## src/rtl/i2c_cfg_pkg.sv

```systemverilog
package i2c_cfg_pkg;
  typedef enum logic [2:0] {
    ST_IDLE,
    ST_ADDR,
    ST_ACK,
    ST_WR,
    ST_RD,
    ST_RDACK,
    ST_IGNORE
  } i2c_state_e;

  localparam logic [6:0] DEV_ADDR_DEFAULT = 7'h69;
endpackage

```

## src/rtl/i2c_line_filter.sv

```systemverilog
module i2c_line_filter #(
  parameter int SYNC_STAGES = 2
) (
  input  logic clk,
  input  logic rst,
  input  logic scl_i,
  input  logic sda_i,
  output logic scl_s,
  output logic sda_s,
  output logic scl_rise,
  output logic scl_fall,
  output logic start_det,
  output logic stop_det
);
  logic [SYNC_STAGES-1:0] scl_pipe, sda_pipe;
  logic scl_p, sda_p;

  always_ff @(posedge clk) begin
    if (rst) begin
      scl_pipe <= '1;
      sda_pipe <= '1;
      scl_p    <= 1'b1;
      sda_p    <= 1'b1;
    end else begin
      scl_pipe <= {scl_pipe[SYNC_STAGES-2:0], scl_i};
      sda_pipe <= {sda_pipe[SYNC_STAGES-2:0], sda_i};
      scl_p    <= scl_pipe[SYNC_STAGES-1];
      sda_p    <= sda_pipe[SYNC_STAGES-1];
    end
  end

  assign scl_s     = scl_pipe[SYNC_STAGES-1];
  assign sda_s     = sda_pipe[SYNC_STAGES-1];
  assign scl_rise  = scl_s & ~scl_p;
  assign scl_fall  = ~scl_s & scl_p;
  assign start_det = scl_s & scl_p & sda_p & ~sda_s;
  assign stop_det  = scl_s & scl_p & ~sda_p & sda_s;
endmodule

```

## src/rtl/cfg_regfile.sv

```systemverilog
module cfg_regfile #(
  parameter int         NUM_REGS  = 6,
  parameter int         CNT_W     = 4,
  parameter logic [7:0] RST_FIRST = 8'h00,
  parameter logic [7:0] RST_REST  = 8'hFF
) (
  input  logic                  clk,
  input  logic                  rst,
  input  logic                  wr_en,
  input  logic [CNT_W-1:0]      wr_idx,
  input  logic [7:0]            wr_data,
  input  logic [CNT_W-1:0]      rd_idx,
  output logic [7:0]            rd_data,
  output logic [NUM_REGS*8-1:0] regs_o
);
  localparam int IDX_W = (NUM_REGS > 1) ? $clog2(NUM_REGS) : 1;

  logic [7:0] mem [NUM_REGS];

  always_ff @(posedge clk) begin
    if (rst) begin
      for (int i = 0; i < NUM_REGS; i++)
        mem[i] <= (i == 0) ? RST_FIRST : RST_REST;
    end else if (wr_en && (wr_idx < CNT_W'(NUM_REGS))) begin
      mem[wr_idx[IDX_W-1:0]] <= wr_data;
    end
  end

  always_comb begin
    if (rd_idx < CNT_W'(NUM_REGS)) rd_data = mem[rd_idx[IDX_W-1:0]];
    else                           rd_data = 8'hFF;
  end

  for (genvar g = 0; g < NUM_REGS; g++) begin : g_flat
    assign regs_o[8*g +: 8] = mem[g];
  end

  // a write aimed past the last byte leaves every byte unchanged
  a_r9_oob_write_ignored: assert property (@(posedge clk) disable iff (rst)
    (wr_en && (wr_idx >= CNT_W'(NUM_REGS))) |=> $stable(regs_o));
endmodule

```

## src/rtl/i2c_cfg_engine.sv

```systemverilog
module i2c_cfg_engine
  import i2c_cfg_pkg::*;
#(
  parameter logic [6:0] DEV_ADDR = DEV_ADDR_DEFAULT,
  parameter int         NUM_REGS = 6,
  parameter int         CNT_W    = 4
) (
  input  logic             clk,
  input  logic             rst,
  input  logic             scl_s,
  input  logic             sda_s,
  input  logic             scl_rise,
  input  logic             scl_fall,
  input  logic             start_det,
  input  logic             stop_det,
  input  logic [7:0]       rd_data,
  output logic [CNT_W-1:0] rd_idx,
  output logic             wr_en,
  output logic [CNT_W-1:0] wr_idx,
  output logic [7:0]       wr_data,
  output logic             sda_oe
);
  localparam logic [CNT_W-1:0] HDR_BYTES = CNT_W'(2);

  i2c_state_e       state;
  logic [3:0]       bitcnt;
  logic [7:0]       rx_sh, tx_sh;
  logic [CNT_W-1:0] bcnt;
  logic             rw, host_nack;
  logic [7:0]       next_tx;

  assign rd_idx  = bcnt - CNT_W'(1);
  assign next_tx = (bcnt == '0) ? 8'(NUM_REGS) : rd_data;

  always_ff @(posedge clk) begin
    if (rst) begin
      state     <= ST_IDLE;
      bitcnt    <= '0;
      rx_sh     <= '0;
      tx_sh     <= '0;
      bcnt      <= '0;
      rw        <= 1'b0;
      host_nack <= 1'b0;
      sda_oe    <= 1'b0;
      wr_en     <= 1'b0;
      wr_idx    <= '0;
      wr_data   <= '0;
    end else begin
      wr_en <= 1'b0;
      if (start_det) begin
        state  <= ST_ADDR;
        bitcnt <= '0;
        bcnt   <= '0;
        sda_oe <= 1'b0;
      end else if (stop_det) begin
        state  <= ST_IDLE;
        sda_oe <= 1'b0;
      end else begin
        unique case (state)
          ST_ADDR: begin
            if (scl_rise) begin
              rx_sh  <= {rx_sh[6:0], sda_s};
              bitcnt <= bitcnt + 4'd1;
            end else if (scl_fall && bitcnt == 4'd8) begin
              if (rx_sh[7:1] == DEV_ADDR) begin
                rw     <= rx_sh[0];
                sda_oe <= 1'b1;
                state  <= ST_ACK;
              end else begin
                state  <= ST_IGNORE;
              end
            end
          end
          ST_ACK: begin
            if (scl_fall) begin
              bitcnt <= '0;
              if (rw) begin
                state  <= ST_RD;
                tx_sh  <= next_tx;
                sda_oe <= ~next_tx[7];
              end else begin
                state  <= ST_WR;
                sda_oe <= 1'b0;
              end
            end
          end
          ST_WR: begin
            if (scl_rise) begin
              rx_sh  <= {rx_sh[6:0], sda_s};
              bitcnt <= bitcnt + 4'd1;
            end else if (scl_fall && bitcnt == 4'd8) begin
              sda_oe <= 1'b1;
              state  <= ST_ACK;
              if (bcnt >= HDR_BYTES) begin
                wr_en   <= 1'b1;
                wr_idx  <= bcnt - HDR_BYTES;
                wr_data <= rx_sh;
              end
              if (bcnt != '1) bcnt <= bcnt + CNT_W'(1);
            end
          end
          ST_RD: begin
            if (scl_rise) begin
              bitcnt <= bitcnt + 4'd1;
            end else if (scl_fall) begin
              if (bitcnt == 4'd8) begin
                sda_oe <= 1'b0;
                state  <= ST_RDACK;
                if (bcnt != '1) bcnt <= bcnt + CNT_W'(1);
              end else begin
                sda_oe <= ~tx_sh[6];
                tx_sh  <= {tx_sh[6:0], 1'b1};
              end
            end
          end
          ST_RDACK: begin
            if (scl_rise) begin
              host_nack <= sda_s;
            end else if (scl_fall) begin
              bitcnt <= '0;
              if (host_nack) begin
                state <= ST_IGNORE;
              end else begin
                state  <= ST_RD;
                tx_sh  <= next_tx;
                sda_oe <= ~next_tx[7];
              end
            end
          end
          default: ;
        endcase
      end
    end
  end

  // after a STOP the slave is idle with SDA released
  a_r1_stop_releases: assert property (@(posedge clk) disable iff (rst)
    stop_det |=> (state == ST_IDLE && !sda_oe));
  // a START, repeated or not, reopens the address phase
  a_r11_start_rearms: assert property (@(posedge clk) disable iff (rst)
    start_det |=> (state == ST_ADDR && !sda_oe));
  // the slave begins pulling SDA low only while SCL is low
  a_r8_pull_on_scl_low: assert property (@(posedge clk) disable iff (rst)
    $rose(sda_oe) |-> !scl_s);
  // an ignored transfer never drives the bus
  a_r10_ignore_silent: assert property (@(posedge clk) disable iff (rst)
    (state == ST_IGNORE) |-> !sda_oe);
endmodule

```

## src/rtl/i2c_cfg_slave.sv

```systemverilog
module i2c_cfg_slave
  import i2c_cfg_pkg::*;
#(
  parameter logic [6:0] DEV_ADDR    = DEV_ADDR_DEFAULT,
  parameter int         NUM_REGS    = 6,
  parameter int         SYNC_STAGES = 2
) (
  input  logic                  clk,
  input  logic                  rst,
  input  logic                  scl_i,
  input  logic                  sda_i,
  output logic                  sda_oe,
  output logic [NUM_REGS*8-1:0] cfg_regs
);
  localparam int CNT_W = $clog2(NUM_REGS + 3) + 1;

  logic scl_s, sda_s, scl_rise, scl_fall, start_det, stop_det;
  logic             wr_en;
  logic [CNT_W-1:0] wr_idx, rd_idx;
  logic [7:0]       wr_data, rd_data;

  i2c_line_filter #(.SYNC_STAGES(SYNC_STAGES)) u_filter (
    .clk(clk), .rst(rst), .scl_i(scl_i), .sda_i(sda_i),
    .scl_s(scl_s), .sda_s(sda_s), .scl_rise(scl_rise), .scl_fall(scl_fall),
    .start_det(start_det), .stop_det(stop_det)
  );

  i2c_cfg_engine #(.DEV_ADDR(DEV_ADDR), .NUM_REGS(NUM_REGS), .CNT_W(CNT_W)) u_engine (
    .clk(clk), .rst(rst), .scl_s(scl_s), .sda_s(sda_s),
    .scl_rise(scl_rise), .scl_fall(scl_fall),
    .start_det(start_det), .stop_det(stop_det),
    .rd_data(rd_data), .rd_idx(rd_idx),
    .wr_en(wr_en), .wr_idx(wr_idx), .wr_data(wr_data), .sda_oe(sda_oe)
  );

  cfg_regfile #(.NUM_REGS(NUM_REGS), .CNT_W(CNT_W)) u_regs (
    .clk(clk), .rst(rst), .wr_en(wr_en), .wr_idx(wr_idx), .wr_data(wr_data),
    .rd_idx(rd_idx), .rd_data(rd_data), .regs_o(cfg_regs)
  );
endmodule

```

## config.mk

```make
export PLATFORM = sky130hd
export DESIGN_NAME = i2c_cfg_slave
export DESIGN_NICKNAME = d
export VERILOG_FILES = /design/src/rtl/i2c_cfg_pkg.sv /design/src/rtl/i2c_line_filter.sv /design/src/rtl/cfg_regfile.sv /design/src/rtl/i2c_cfg_engine.sv /design/src/rtl/i2c_cfg_slave.sv
export SDC_FILE = /design/constraint.sdc
export NUM_CORES = 1
export LEC_CHECK = 0
export CAP_MARGIN = 10
export CELL_PAD_IN_SITES_DETAIL_PLACEMENT = 1
export CELL_PAD_IN_SITES_GLOBAL_PLACEMENT = 1
export CORE_ASPECT_RATIO = 0.5
export CORE_MARGIN = 4
export CORE_UTILIZATION = 40
export CTS_BUF_LIST = sky130_fd_sc_hd__clkbuf_4
export CTS_CLUSTER_DIAMETER = 120
export DETAILED_ROUTE_END_ITERATION = 10
export PLACE_DENSITY = 0.79
export REMOVE_ABC_BUFFERS = 1
export SETUP_SLACK_MARGIN = 0.05
export SLEW_MARGIN = 30
export SYNTH_ARGS = -nofsm -noshare
export SYNTH_HDL_FRONTEND = slang
export SYNTH_SLANG_ARGS = --single-unit
```

## constraint.sdc

```tcl
create_clock -name clk -period 8 [get_ports clk]
set_input_delay 2.4 -clock clk [delete_from_list [all_inputs] [get_ports clk]]
set_output_delay 2.4 -clock clk [all_outputs]
set_load 0.05 [all_outputs]
```

### After elaboration in Yosys (flattened, before gate mapping)

Memories as Yosys holds them, arrays and structs flattened.
Index checks and enable logic that the tools add are counted.

| word-level totals | value |
|---|---|
| register bits after elaboration | 50 |
| memory bits (writable) | 48 |
| input bits | 4 |
| output and inout bits | 49 |
| word-level logic and storage cells | 160 |
| memories | 1 |

Memories:

| memory | depth | width | rd ports | clocked after memory_dff | write ports | RTL line | source |
|---|---|---|---|---|---|---|---|
| u_regs.mem | 6 | 8 | 7 | 0 | 6 | cfg_regfile.sv:18 | `logic [7:0] mem [NUM_REGS];` |

| cells by class | value |
|---|---|
| add/subtract/negate cells | 4 |
| order comparisons | 3 |
| equality and inequality tests | 33 |
| muxes and demuxes | 61 |
| bitwise logic cells | 18 |
| reductions and logical operators | 24 |

Operators with widths:

| kind | number |
|---|---|
| 7-bit 2-to-1 mux | 8 |
| 3-bit 2-to-1 mux | 13 |
| 11-bit AND reduction | 3 |
| 5-bit 2-to-1 mux | 6 |
| 8-bit 2-to-1 mux | 3 |
| 4-bit by 3-bit inequality test with 1-bit output, second input constant | 6 |
| 1-bit 2-to-1 mux | 22 |
| 7-bit one-hot mux with 3 select lines | 1 |
| 2-bit by 1-bit inequality test with 1-bit output, second input constant | 9 |
| 4-bit inequality test, second input constant | 4 |
| 3-bit one-hot mux with 5 select lines | 1 |
| 4-bit 2-to-1 mux | 3 |
| 2-bit inequality test, second input constant | 6 |
| 4-bit one-hot mux with 3 select lines | 1 |
| 12-bit AND reduction | 1 |
| 4-bit AND reduction | 3 |
| 6-bit AND reduction | 2 |
| 1-bit NOT | 11 |
| 5-bit by 3-bit < comparator with 1-bit output, second input constant | 2 |
| 5-bit one-hot mux with 2 select lines | 1 |
| 8-bit OR reduction | 1 |
| 1-bit bitwise AND | 7 |
| 7-bit == test, second input constant | 1 |
| 7-bit AND reduction | 1 |
| 21 further kinds | 27 |

### Depth between registers and ports, before layout

Gate-level depths: netlist of the first run.

| depth | value |
|---|---|
| depth after elaboration | 9 |
| gate-level depth with buffers | 11 |

### Modules after synthesis

A second synthesis of the first run with hierarchy kept.

| unflattened totals | value |
|---|---|
| cells, all modules | 435 |
| area total of the unflattened synthesis | 4,878.4 µm² |

Modules (own cells, without submodules):

| module | instances | cells each | area each (µm²) |
|---|---|---|---|
| i2c_cfg_engine | 1 | 253 | 2,383.5 |
| cfg_regfile | 1 | 166 | 2,304.7 |
| i2c_line_filter | 1 | 16 | 190.2 |

### Least setup slack after synthesis of the first run

OpenSTA, ideal clock, no wires.

| timing | value |
|---|---|
| path kind | input to register |
| from | input rst |
| to | memory u_regs.mem[4][0] (enable) |
| data arrival time | 3.640 ns |
| required time | 7.690 ns |
| slack | 4.051 ns |
| stages on the path | 5 |
| cells stage by stage | a21oi_1 -> nand2_1 -> clkbuf_1 -> nor4b_2 -> or2_2 |

RTL lines:

| element | RTL line | source |
|---|---|---|
| from (decl) | i2c_cfg_slave.sv:9 | `input logic rst,` |
| to (decl) | cfg_regfile.sv:18 |  |

==> out/metrics.csv, run 1 <==
metric,value,unit
status,finished clean,
"delay-heaviest family, CP",simple AND/OR/NAND/NOR gates,
Worst path max stage delay,0.68,ns
Inst Count DP,679,
Hold WC Path Type,register to register,
htree depth,3,
kind of critical path,primary input to register,
min Tclk post-route,4.49,ns
port bufs,52,
CP Capture Type,register,
most frequent cells in the layout,"52 x nor2_1, 52 x clkdlybuf4s50_1, 50 x dfxtp_1",
Clock Power Share,35.1,%
Post-synth top flop,dfxtp_1,
Top Ports,53,
RSZ-0062 raised after global routing,false,
post-CTS setup repair buffer count,0,
post-route insts no fill,696,
initial core utilization,41.3,%
R2R setup slack,5.11,ns
Num CTS Buffers,9,
Post-CTS Resized,0,
pwr dens,152,nW/um^2
core area,11900,sq um
Worst EP arrival,4.64,ns
share of layout cells above drive strength 1,11.5,%
Worst setup endpoint,u_regs.mem[0][3]$_SDFFCE_PN0P_,
FMAX,223,MHz
Sequential Power Share,61.4,%
antenna-violating nets left,0,
initial antenna violation count,1,
routability-driven placement congestion ratio,0.869,
Critical-path top delay cell,or4_1,
critical path depth,6,
Area after DPL,5520,sq um
Ys Warns,0,
"worst slack, placed",3.02,ns
Synth Instances,485,
Post-synth EDFFs,48,
first-pass GRT wire length,20.9,mm
CP max FO,51,
worst rel slew slack,36.1,%
Via-to-Cell Ratio,5.44,
sw frac,22.9,%
vias in the first global route,3816,
post-detail-place hpwl,9.76,mm
Final #Nets,540,
Die Area,14200,sq um
Startpoint Class,primary input,
Final Instance Area,5690,sq um
reg2reg end,u_engine.sda_oe$_SDFFE_PP0P_,
Chip Height,86.3,microns
WL final,13.1,mm
drt pass-1 iters,4,
"Critical Path, Cell by Cell","clkdlybuf4s50_1, buf_4, a21oi_1, nand2_1, or4_1, nand2b_1",
Final Hold Fails,0,
Post-CTS Hold Fix Bufs,0,
CTS sink count,98,
setup violators final,0,
crit path buf inv count,2,
Netlist cell types,66,
R2R depth,8,
LEAKAGE,1.80,nW
global-route usage over all layers,19.0,%
First DRT Iteration DRCs,213,
P_sw,198,uW
Synth async-reset ratio,0,%
die width,165,microns
FF-to-FF Start,u_engine.bcnt[0]$_SDFFE_PP0P_,
Layout area overhead,16.0,%
Peak VDD IR,0.0668,mV
"Slew Viols, Final",0,
TritonCTS clock tree,built,
clk_lat worst skew,0.46,ns
final routed DRC violation total,0,
synthesized area,4900,sq um
Syn Area/Cell,10.1,sq um
internal power,668,uW
Setup TNS Final,0,ns
final worst slack,3.51,ns
Vias,3786,
CP required,8.15,ns
Worst-Margin Slew,0.946,ns
Worst-path clk slew,0.16,ns
Pwr Total,866,uW
largest net degree at the start of global routing,52,
CP Launch Point,rst,
sequential area share after synthesis,49.8,%
drt wl/cell,18.8,microns
Setup Skew,0.0260,ns
row cnt,28,
CTS root buffer,clkbuf_4,
#FFs+latches synth,98,
clk buf depth,2,
max_cap viols,0,
period utilisation layout,56.2,%
Logic pwr share,3.5,%
Overflow after GRT,0,
==> final cells by class <==
| cell class | count | area [sq um] |
|---|---|---|
| Multi-Input combinational cell | 340 | 2250 |
| Tap cell | 165 | 206 |
| Clock buffer | 10 | 75.1 |
| Clock inverter | 6 | 88.8 |
| Timing Repair Buffer | 55 | 543 |
| Antenna cell | 1 | 2.50 |
| Fill cell | 1340 | 6190 |
| Sequential cell | 98 | 2440 |
| Inverter | 21 | 78.8 |
==> registers in the layout (all words and copies together), names as in the netlist, 3 cells and up <==
name,count
u_engine.bitcnt,4
u_engine.bcnt,5
u_engine.tx_sh,7
u_engine.state,3
u_engine.wr_data,8
u_engine.wr_idx,5
u_engine.rx_sh,8
u_regs.mem,48
==> Yosys cell counts (4+ instances only) <==
cell | instances | share of area (%)
a311oi_1 | 4 | 0.71
nand3b_1 | 5 | 0.77
a21oi_1 | 33 | 3.4
or2_2 | 25 | 3.2
o21ai_0 | 14 | 1.4
nand3_1 | 15 | 1.5
or3_1 | 4 | 0.51
dfxtp_1 | 50 | 20
ha_1 | 11 | 2.8
xnor2_1 | 7 | 1.3
edfxtp_1 | 48 | 29
nor3b_1 | 4 | 0.61
buf_2 | 8 | 0.82
clkbuf_1 | 14 | 1.1
nor2b_1 | 9 | 1.1
nand2_1 | 43 | 3.3
nand2b_1 | 18 | 2.3
mux2i_1 | 23 | 4.7
mux4_2 | 5 | 2.3
inv_1 | 20 | 1.5
nor3_1 | 7 | 0.71
nor2_1 | 52 | 4.0
==> per-stage QoR <==
stage	hold WS [ns]	utilization [%]
after floorplan	0.389	-
after global placement	0.398	46.5
after detailed placement	0.395	46.5
after CTS	0.430	47.9
after global routing	0.450	47.9
final	0.428	47.9
==> cell families after synthesis <==
group	synth area share (%)
AND/OR/NAND/NOR	22.9
multiplexers	7.23
adder cells (fa/ha/maj)	2.81
flip-flops	49.8
XOR/XNOR	1.61
buffers and inverters	4.26
AO/OA/AOI/OAI	11.4
==> worst min-delay path by stage <==
| stage | start | endpoint | slack (ns) | depth (start not counted) |
|---|---|---|---|---|
| after CTS | u_filter.scl_pipe[0]$_SDFF_PP1_ | u_filter.scl_pipe[1]$_SDFF_PP1_ | 0.43 | 1 |
| after global placement | u_filter.scl_pipe[0]$_SDFF_PP1_ | u_filter.scl_pipe[1]$_SDFF_PP1_ | 0.40 | 1 |
| after global routing | u_filter.scl_pipe[0]$_SDFF_PP1_ | u_filter.scl_pipe[1]$_SDFF_PP1_ | 0.45 | 1 |
| after detailed placement | u_filter.scl_pipe[0]$_SDFF_PP1_ | u_filter.scl_pipe[1]$_SDFF_PP1_ | 0.39 | 1 |
| final | u_filter.scl_pipe[0]$_SDFF_PP1_ | u_filter.scl_pipe[1]$_SDFF_PP1_ | 0.43 | 1 |
| after floorplan | u_filter.scl_pipe[0]$_SDFF_PP1_ | u_filter.scl_pipe[1]$_SDFF_PP1_ | 0.39 | 1 |
==> routing by layer <==
metal	global-route usage (%)	up-vias	routed length, microns
met3	4.47	17	571
met4	4.30	0	181
met2	30.4	84	6100
met1	26.4	1883	6250
li1	-	1802	-
met5	0	-	0
==> power groups by stage <==
stage | clock (mW) | combinational, mW | sequential [mW]
final | 0.304 | 0.0304 | 0.532
after detailed placement | 0 | 0.0305 | 0.543
after CTS | 0.310 | 0.0307 | 0.532
after global routing | 0.330 | 0.0326 | 0.532
after floorplan | 0 | 0.0120 | 0.547
after global placement | 0 | 0.0299 | 0.543
Power figures use the tool's default switching activity.
==> inputs of run 2 (changes only) <==
--- a/config.mk
+++ b/config.mk
@@ -14,7 +14,7 @@
 export CTS_BUF_LIST = sky130_fd_sc_hd__clkbuf_4
 export CTS_CLUSTER_DIAMETER = 120
 export DETAILED_ROUTE_END_ITERATION = 10
-export PLACE_DENSITY = 0.79
+export PLACE_DENSITY = 0.82
 export REMOVE_ABC_BUFFERS = 1
 export SETUP_SLACK_MARGIN = 0.05
 export SLEW_MARGIN = 30
==> constraint.sdc (replaced) <==
create_clock -name clk -period 3.77 [get_ports clk]
set_input_delay 1.131 -clock clk [delete_from_list [all_inputs] [get_ports clk]]
set_output_delay 1.131 -clock clk [all_outputs]
set_load 0.05 [all_outputs]
==> run 2 against run 1 <==
Clock power up 100%. Sequential share of layout area fell by 0.13 points. Clock-buffer cell count fell by 1. Clock skew increased by 0.0042 ns. Critical path type is now register to output port. Highest routed layer is now met5.
==> out/metrics.csv, run 2 (synthesis gave the netlist of run 1 again) <==
metric,value,unit,change
"delay-heaviest family, CP",buffers and inverters,,was simple AND/OR/NAND/NOR gates
core area,11900,sq um,unchanged
First DRT Iteration DRCs,227,,was 213
min Tclk post-route,2.92,ns,
Worst path max stage delay,0.85,ns,was 0.68 ns
FMAX,342,MHz,
HP Start,u_filter.scl_pipe[0]$_SDFF_PP1_,,unchanged
CP required,2.64,ns,was 8.15 ns
post-detail-place hpwl,10.4,mm,was 9.76 mm
met2 WL,6.85,mm,was 6.10 mm
initial core utilization,41.3,%,unchanged
Met1 Wirelength,6.32,mm,was 6.25 mm
"Endpoint, Worst Hold",u_filter.scl_pipe[1]$_SDFF_PP1_,,unchanged
CTS sink count,98,,unchanged
Final Hold Fails,0,,unchanged
Top Metal Used,met5,,was met4
Chip Height,86.3,microns,unchanged
Reg with most FFs,u_regs.mem,,unchanged
global-route usage over all layers,20.2,%,was 19.0%
Overflow after GRT,0,,unchanged
clk buf depth,2,,unchanged
"Slew Viols, Final",0,,unchanged
pwr dens,316,nW/um^2,was 152 nW/um^2
final routed DRC violation total,0,,unchanged
Worst-Margin Slew,0.944,ns,was 0.946 ns
Final #Nets,544,,was 540
clk_lat worst skew,0.47,ns,was 0.46 ns
CP Capture Type,output port,,was register
biggest regs,"u_regs.mem (48), u_engine.rx_sh (8), u_engine.wr_data (8)",,unchanged
Startpoint Class,register,,was primary input
kind of critical path,register to output port,,was primary input to register
most frequent cells in the layout,"52 x nor2_1, 52 x clkdlybuf4s50_1, 50 x dfxtp_1",,unchanged
hold path depth,1,,unchanged
Via-to-Cell Ratio,5.53,,was 5.44
max_cap viols,0,,unchanged
fin util,48.0,%,was 47.9%
fillers,1327,,"was 1,340"
post-CTS setup repair buffer count,0,,unchanged
crit path buf inv count,1,,was 2
share of layout cells above drive strength 1,12.4,%,was 11.5%
initial antenna violation count,2,,was 1
Post-CTS Resized,0,,unchanged
CP max FO,2,,was 51
vias in the first global route,3920,,"was 3,816"
Die Area,14200,sq um,unchanged
period utilisation layout,77.5,%,
reg2reg end,u_engine.wr_idx[0]$_SDFFE_PP0P_,,was u_engine.sda_oe$_SDFFE_PP0P_
TritonCTS clock tree,built,,unchanged
hold slack,0.430,ns,was 0.428 ns
FF-to-FF Start,u_engine.bitcnt[0]$_SDFFE_PP0P_,,was u_engine.bcnt[0]$_SDFFE_PP0P_
setup violators final,0,,unchanged
Critical-path top delay cell,clkdlybuf4s50_1,,was or4_1
Setup Skew,0.0302,ns,was 0.0260 ns
row cnt,28,,unchanged
CTS root buffer,clkbuf_4,,unchanged
Top Ports,53,,unchanged
R2R setup slack,1.00,ns,was 5.11 ns
DR WL met3,557,microns,was 571 microns
"Critical Path, Cell by Cell",clkdlybuf4s50_1,,"was clkdlybuf4s50_1, buf_4, a21oi_1, nand2_1, or4_1, nand2b_1"
first-pass GRT wire length,21.8,mm,was 20.9 mm
Layout area overhead,16.4,%,was 16.0%
Hold WC Path Type,register to register,,unchanged
die width,165,microns,unchanged
Peak VDD IR,0.203,mV,was 0.0668 mV
Num CTS Buffers,9,,unchanged
drt pass-1 iters,4,,unchanged
antenna-violating nets left,0,,unchanged
WL final,14.0,mm,was 13.1 mm
max reg flops,48,,unchanged
Setup TNS Final,0,ns,unchanged
port bufs,52,,unchanged
htree depth,3,,unchanged
status,finished clean,,unchanged
RSZ-0062 raised after global routing,false,,unchanged
Post-CTS Hold Fix Bufs,0,,unchanged
routability-driven placement congestion ratio,0.862,,was 0.869
Worst EP arrival,1.79,ns,was 4.64 ns
drt wl/cell,20.0,microns,was 18.8 microns
worst rel slew slack,37.1,%,was 36.1%
R2R depth,7,,was 8
Worst-path clk slew,0.16,ns,about the same
largest net degree at the start of global routing,51,,was 52
Vias,3868,,"was 3,786"
LEAKAGE,1.82,nW,was 1.80 nW
==> run 2: changes by cell type in the layout (fill, tap and decap cells not counted), sizes merged <==
cell	delta
clkinvlp	-1
bufinv	-1
buf	+4
clkbuf	-1
inv	+3
==> run 2: final cells by class <==
class,count,area (sq um),area share [%]
diodes,1,2.50,0.0439
clock buffers,9,67.6,1.18
clock inverters,7,83.8,1.47
inverters,21,78.8,1.38
multi-input cells,340,2250,39.4
flip-flops and latches,98,2440,42.8
well taps,165,206,3.62
repair buffers,59,573,10.0
==> run 2: per-layer routing <==
layer	vias up	track usage [%]
met4	2	6.11
met2	84	33.5
met1	1953	26.6
met3	16	4.61
li1	1813	-
met5	-	0
==> run 2: worst max-delay path by stage <==
stage | from | end | slack (ns) | cells after the start
floorplan | u_engine.bcnt[0]$_SDFFE_PP0P_ | u_engine.sda_oe$_SDFFE_PP0P_ | 0.95 | 7
global placement | rst | u_regs.mem[0][0]$_SDFFCE_PN0P_ | 0.54 | 5
detailed placement | rst | u_regs.mem[2][2]$_SDFFCE_PN1P_ | 0.47 | 6
CTS | u_regs.mem[3][3]$_SDFFCE_PN1P_ | cfg_regs[27] | 0.82 | 1
global route | u_regs.mem[3][3]$_SDFFCE_PN1P_ | cfg_regs[27] | 0.77 | 1
finish | u_regs.mem[3][3]$_SDFFCE_PN1P_ | cfg_regs[27] | 0.85 | 1
==> run 2: where the power goes <==
group	total, mW	internal [mW]	switching [mW]
combinational	0.0707	0.0203	0.0503
sequential	1.13	1.12	0.00525
clock	0.608	0.217	0.391
total	1.80	1.36	0.447
==> run 2: through the flow <==
stage	power, mW	cells	instance area, sq um	worst slack, ns
floorplan	1.19	459	4770	0.954
global placement	1.22	683	5550	0.543
detailed placement	1.22	683	5550	0.475
CTS	1.82	699	5700	0.816
global route	1.87	700	5700	0.771
finish	1.80	700	5700	0.849
==> inputs of run 3 (changes only) <==
--- a/config.mk
+++ b/config.mk
@@ -14,7 +14,7 @@
 export CTS_BUF_LIST = sky130_fd_sc_hd__clkbuf_4
 export CTS_CLUSTER_DIAMETER = 120
 export DETAILED_ROUTE_END_ITERATION = 10
-export PLACE_DENSITY = 0.82
+export PLACE_DENSITY = 0.79
 export REMOVE_ABC_BUFFERS = 1
 export SETUP_SLACK_MARGIN = 0.05
 export SLEW_MARGIN = 30
==> constraint.sdc (replaced) <==
create_clock -name clk -period 2.7 [get_ports clk]
set_input_delay 0.81 -clock clk [delete_from_list [all_inputs] [get_ports clk]]
set_output_delay 0.81 -clock clk [all_outputs]
set_load 0.05 [all_outputs]
==> run 3 against run 2 <==
Setup slack got worse by 0.72 ns. Highest routed layer is now met4. Register-to-register slack worse by 0.67 ns. Critical endpoint is now cfg_regs[30]. Sequential share of layout area down 0.96 points. Wire length increased by 0.91%. Global-route usage rose by 0.73 points. Clock power is 22% higher. Largest cell class unchanged. Via count rose by 0.26%. Final cell count grew 2.6%. Die area is the same. Non-clock buffer count is 18 higher. Total power rose by 34%. Clock-buffer cell count grew 1.
==> out/metrics.csv, run 3 (synthesis gave the netlist of run 1 again) <==
metric,value,unit,change
Worst path max stage delay,0.84,ns,was 0.85 ns
CP Launch Point,u_regs.mem[3][6]$_SDFFCE_PN1P_,,was u_regs.mem[3][3]$_SDFFCE_PN1P_
FF-to-FF Start,u_engine.bcnt[1]$_SDFFE_PP0P_,,was u_engine.bitcnt[0]$_SDFFE_PP0P_
drt wl/cell,19.7,microns,was 20.0 microns
CP max FO,2,,unchanged
Worst-Margin Slew,0.651,ns,was 0.944 ns
Top Ports,53,,unchanged
R2R depth,7,,unchanged
period utilisation layout,95.4,%,
Setup Skew,0.0239,ns,was 0.0302 ns
"delay-heaviest family, CP",buffers and inverters,,unchanged
CTS sink count,98,,unchanged
TritonCTS clock tree,built,,unchanged
Critical-path top delay cell,clkdlybuf4s50_1,,unchanged
row cnt,28,,unchanged
largest net degree at the start of global routing,51,,unchanged
"most common cell after layout, fill and taps aside",nor2_1,,
initial antenna violation count,1,,was 2
reg2reg end,u_engine.sda_oe$_SDFFE_PP0P_,,was u_engine.wr_idx[0]$_SDFFE_PP0P_
LEAKAGE,1.90,nW,was 1.82 nW
internal power,1.80,mW,was 1.36 mW
HP Start,u_filter.scl_pipe[0]$_SDFF_PP1_,,unchanged
first-pass GRT wire length,22.7,mm,was 21.8 mm
Num CTS Buffers,9,,unchanged
Setup TNS Final,0,ns,unchanged
"Slew Viols, Final",0,,unchanged
R2R setup slack,0.33,ns,was 1.00 ns
post-CTS setup repair buffer count,0,,unchanged
Reg with most FFs,u_regs.mem,,unchanged
Final Hold Fails,0,,unchanged
setup violators final,0,,unchanged
Overflow after GRT,0,,unchanged
antenna-violating nets left,0,,unchanged
P_sw,619,uW,was 447 uW
global-route usage over all layers,20.9,%,was 20.2%
Worst-path clk slew,0.16,ns,about the same
Sequential Power Share,64.9,%,was 62.4%
worst rel slew slack,56.3,%,was 37.1%
clk buf depth,2,,unchanged
Peak VDD IR,0.225,mV,was 0.203 mV
"Endpoint, Worst Hold",u_filter.scl_pipe[1]$_SDFF_PP1_,,unchanged
kind of critical path,register to output port,,unchanged
port bufs,52,,unchanged
Via-to-Cell Ratio,5.40,,was 5.53
die width,165,microns,unchanged
drt pass-1 iters,4,,unchanged
Hold WC Path Type,register to register,,unchanged
routability-driven placement congestion ratio,0.854,,was 0.862
Chip Height,86.3,microns,unchanged
Clock Power Share,30.6,%,was 33.7%
"Critical Path, Cell by Cell",clkdlybuf4s50_1,,unchanged
initial core utilization,41.3,%,unchanged
status,finished clean,,unchanged
max reg flops,48,,unchanged
share of layout cells above drive strength 1,15.2,%,was 12.4%
Logic pwr share,4.4,%,was 3.9%
min Tclk post-route,2.58,ns,
FMAX,388,MHz,
Worst EP arrival,1.77,ns,was 1.79 ns
pwr dens,415,nW/um^2,was 316 nW/um^2
post-detail-place hpwl,10.5,mm,was 10.4 mm
hold path depth,1,,unchanged
fin util,49.1,%,was 48.0%
core area,11900,sq um,unchanged
Vias,3878,,"was 3,868"
Startpoint Class,register,,unchanged
CP required,1.89,ns,was 2.64 ns
htree depth,3,,unchanged
max_cap viols,0,,unchanged
sw frac,25.6,%,was 24.8%
Die Area,14200,sq um,unchanged
Final #Nets,562,,was 544
biggest regs,"u_regs.mem (48), u_engine.rx_sh (8), u_engine.wr_data (8)",,unchanged
"worst slack, placed",-0.106,ns,was 0.475 ns
final worst slack,0.125,ns,was 0.849 ns
RSZ-0062 raised after global routing,false,,unchanged
Layout area overhead,19.1,%,was 16.4%
most frequent cells in the layout,"52 x nor2_1, 50 x clkdlybuf4s50_1, 50 x dfxtp_1",,"was 52 x nor2_1, 52 x clkdlybuf4s50_1, 50 x dfxtp_1"
final routed DRC violation total,0,,unchanged
vias in the first global route,4084,,"was 3,920"
CTS root buffer,clkbuf_4,,unchanged
First DRT Iteration DRCs,247,,was 227
crit path buf inv count,1,,unchanged
WL final,14.1,mm,was 14.0 mm
CP Capture Type,output port,,unchanged
clk_lat worst skew,0.48,ns,was 0.47 ns
==> run 3: layout make-up <==
cell class | count | area [sq um]
fillers | 1310 | 6040
flip-flops and latches | 98 | 2440
multi-input cells | 340 | 2250
repair buffers | 77 | 738
well taps | 165 | 206
inverters | 21 | 78.8
clock buffers | 10 | 75.1
clock inverters | 6 | 42.5
diodes | 1 | 2.50
==> run 3: timing repair <==
| action | CTS | global route |
|---|---|---|
| endpoints found under the setup margin | 0 | 2 |
| resized for setup | 0 | 2 |
| hold buffers | 0 | 0 |
==> run 3: how the worst max path moves through the flow <==
stage	to	slack, ns	cells after the start
after floorplan	u_engine.sda_oe$_SDFFE_PP0P_	-0.12	7
after global placement	u_regs.mem[2][7]$_SDFFCE_PN1P_	-0.03	6
after detailed placement	u_regs.mem[2][7]$_SDFFCE_PN1P_	-0.11	6
after CTS	cfg_regs[39]	0.07	1
after global routing	cfg_regs[30]	0.06	1
final	cfg_regs[30]	0.12	1
==> run 3: metrics by stage <==
stage / area [sq um] / std cells / power, mW / hold WS [ns]
global route: 5830 / 718 / 2.52 / 0.453
detailed placement: 5710 / 701 / 1.71 / 0.403
finish: 5830 / 718 / 2.42 / 0.436
floorplan: 4770 / 459 / 1.66 / 0.389
CTS: 5830 / 717 / 2.44 / 0.439
global placement: 5710 / 701 / 1.71 / 0.395
==> run 3: metal layers <==
| layer | wire length [microns] | vias up | share of wire (%) | global-route usage (%) |
|---|---|---|---|---|
| met5 | 0 | - | 0 | 0 |
| met4 | 238 | 0 | 1.7 | 5.66 |
| met3 | 579 | 18 | 4.1 | 4.37 |
| met2 | 6820 | 78 | 48 | 34.6 |
| met1 | 6500 | 1933 | 46 | 28.2 |
| li1 | - | 1849 | - | - |
==> run 3: power by group through the flow <==
stage / logic [mW] / clock network, mW / registers, mW
after CTS: 0.109 / 0.761 / 1.57
after floorplan: 0.0356 / 0 / 1.62
after global routing: 0.117 / 0.825 / 1.58
final: 0.108 / 0.743 / 1.57
after global placement: 0.105 / 0 / 1.61
after detailed placement: 0.108 / 0 / 1.61
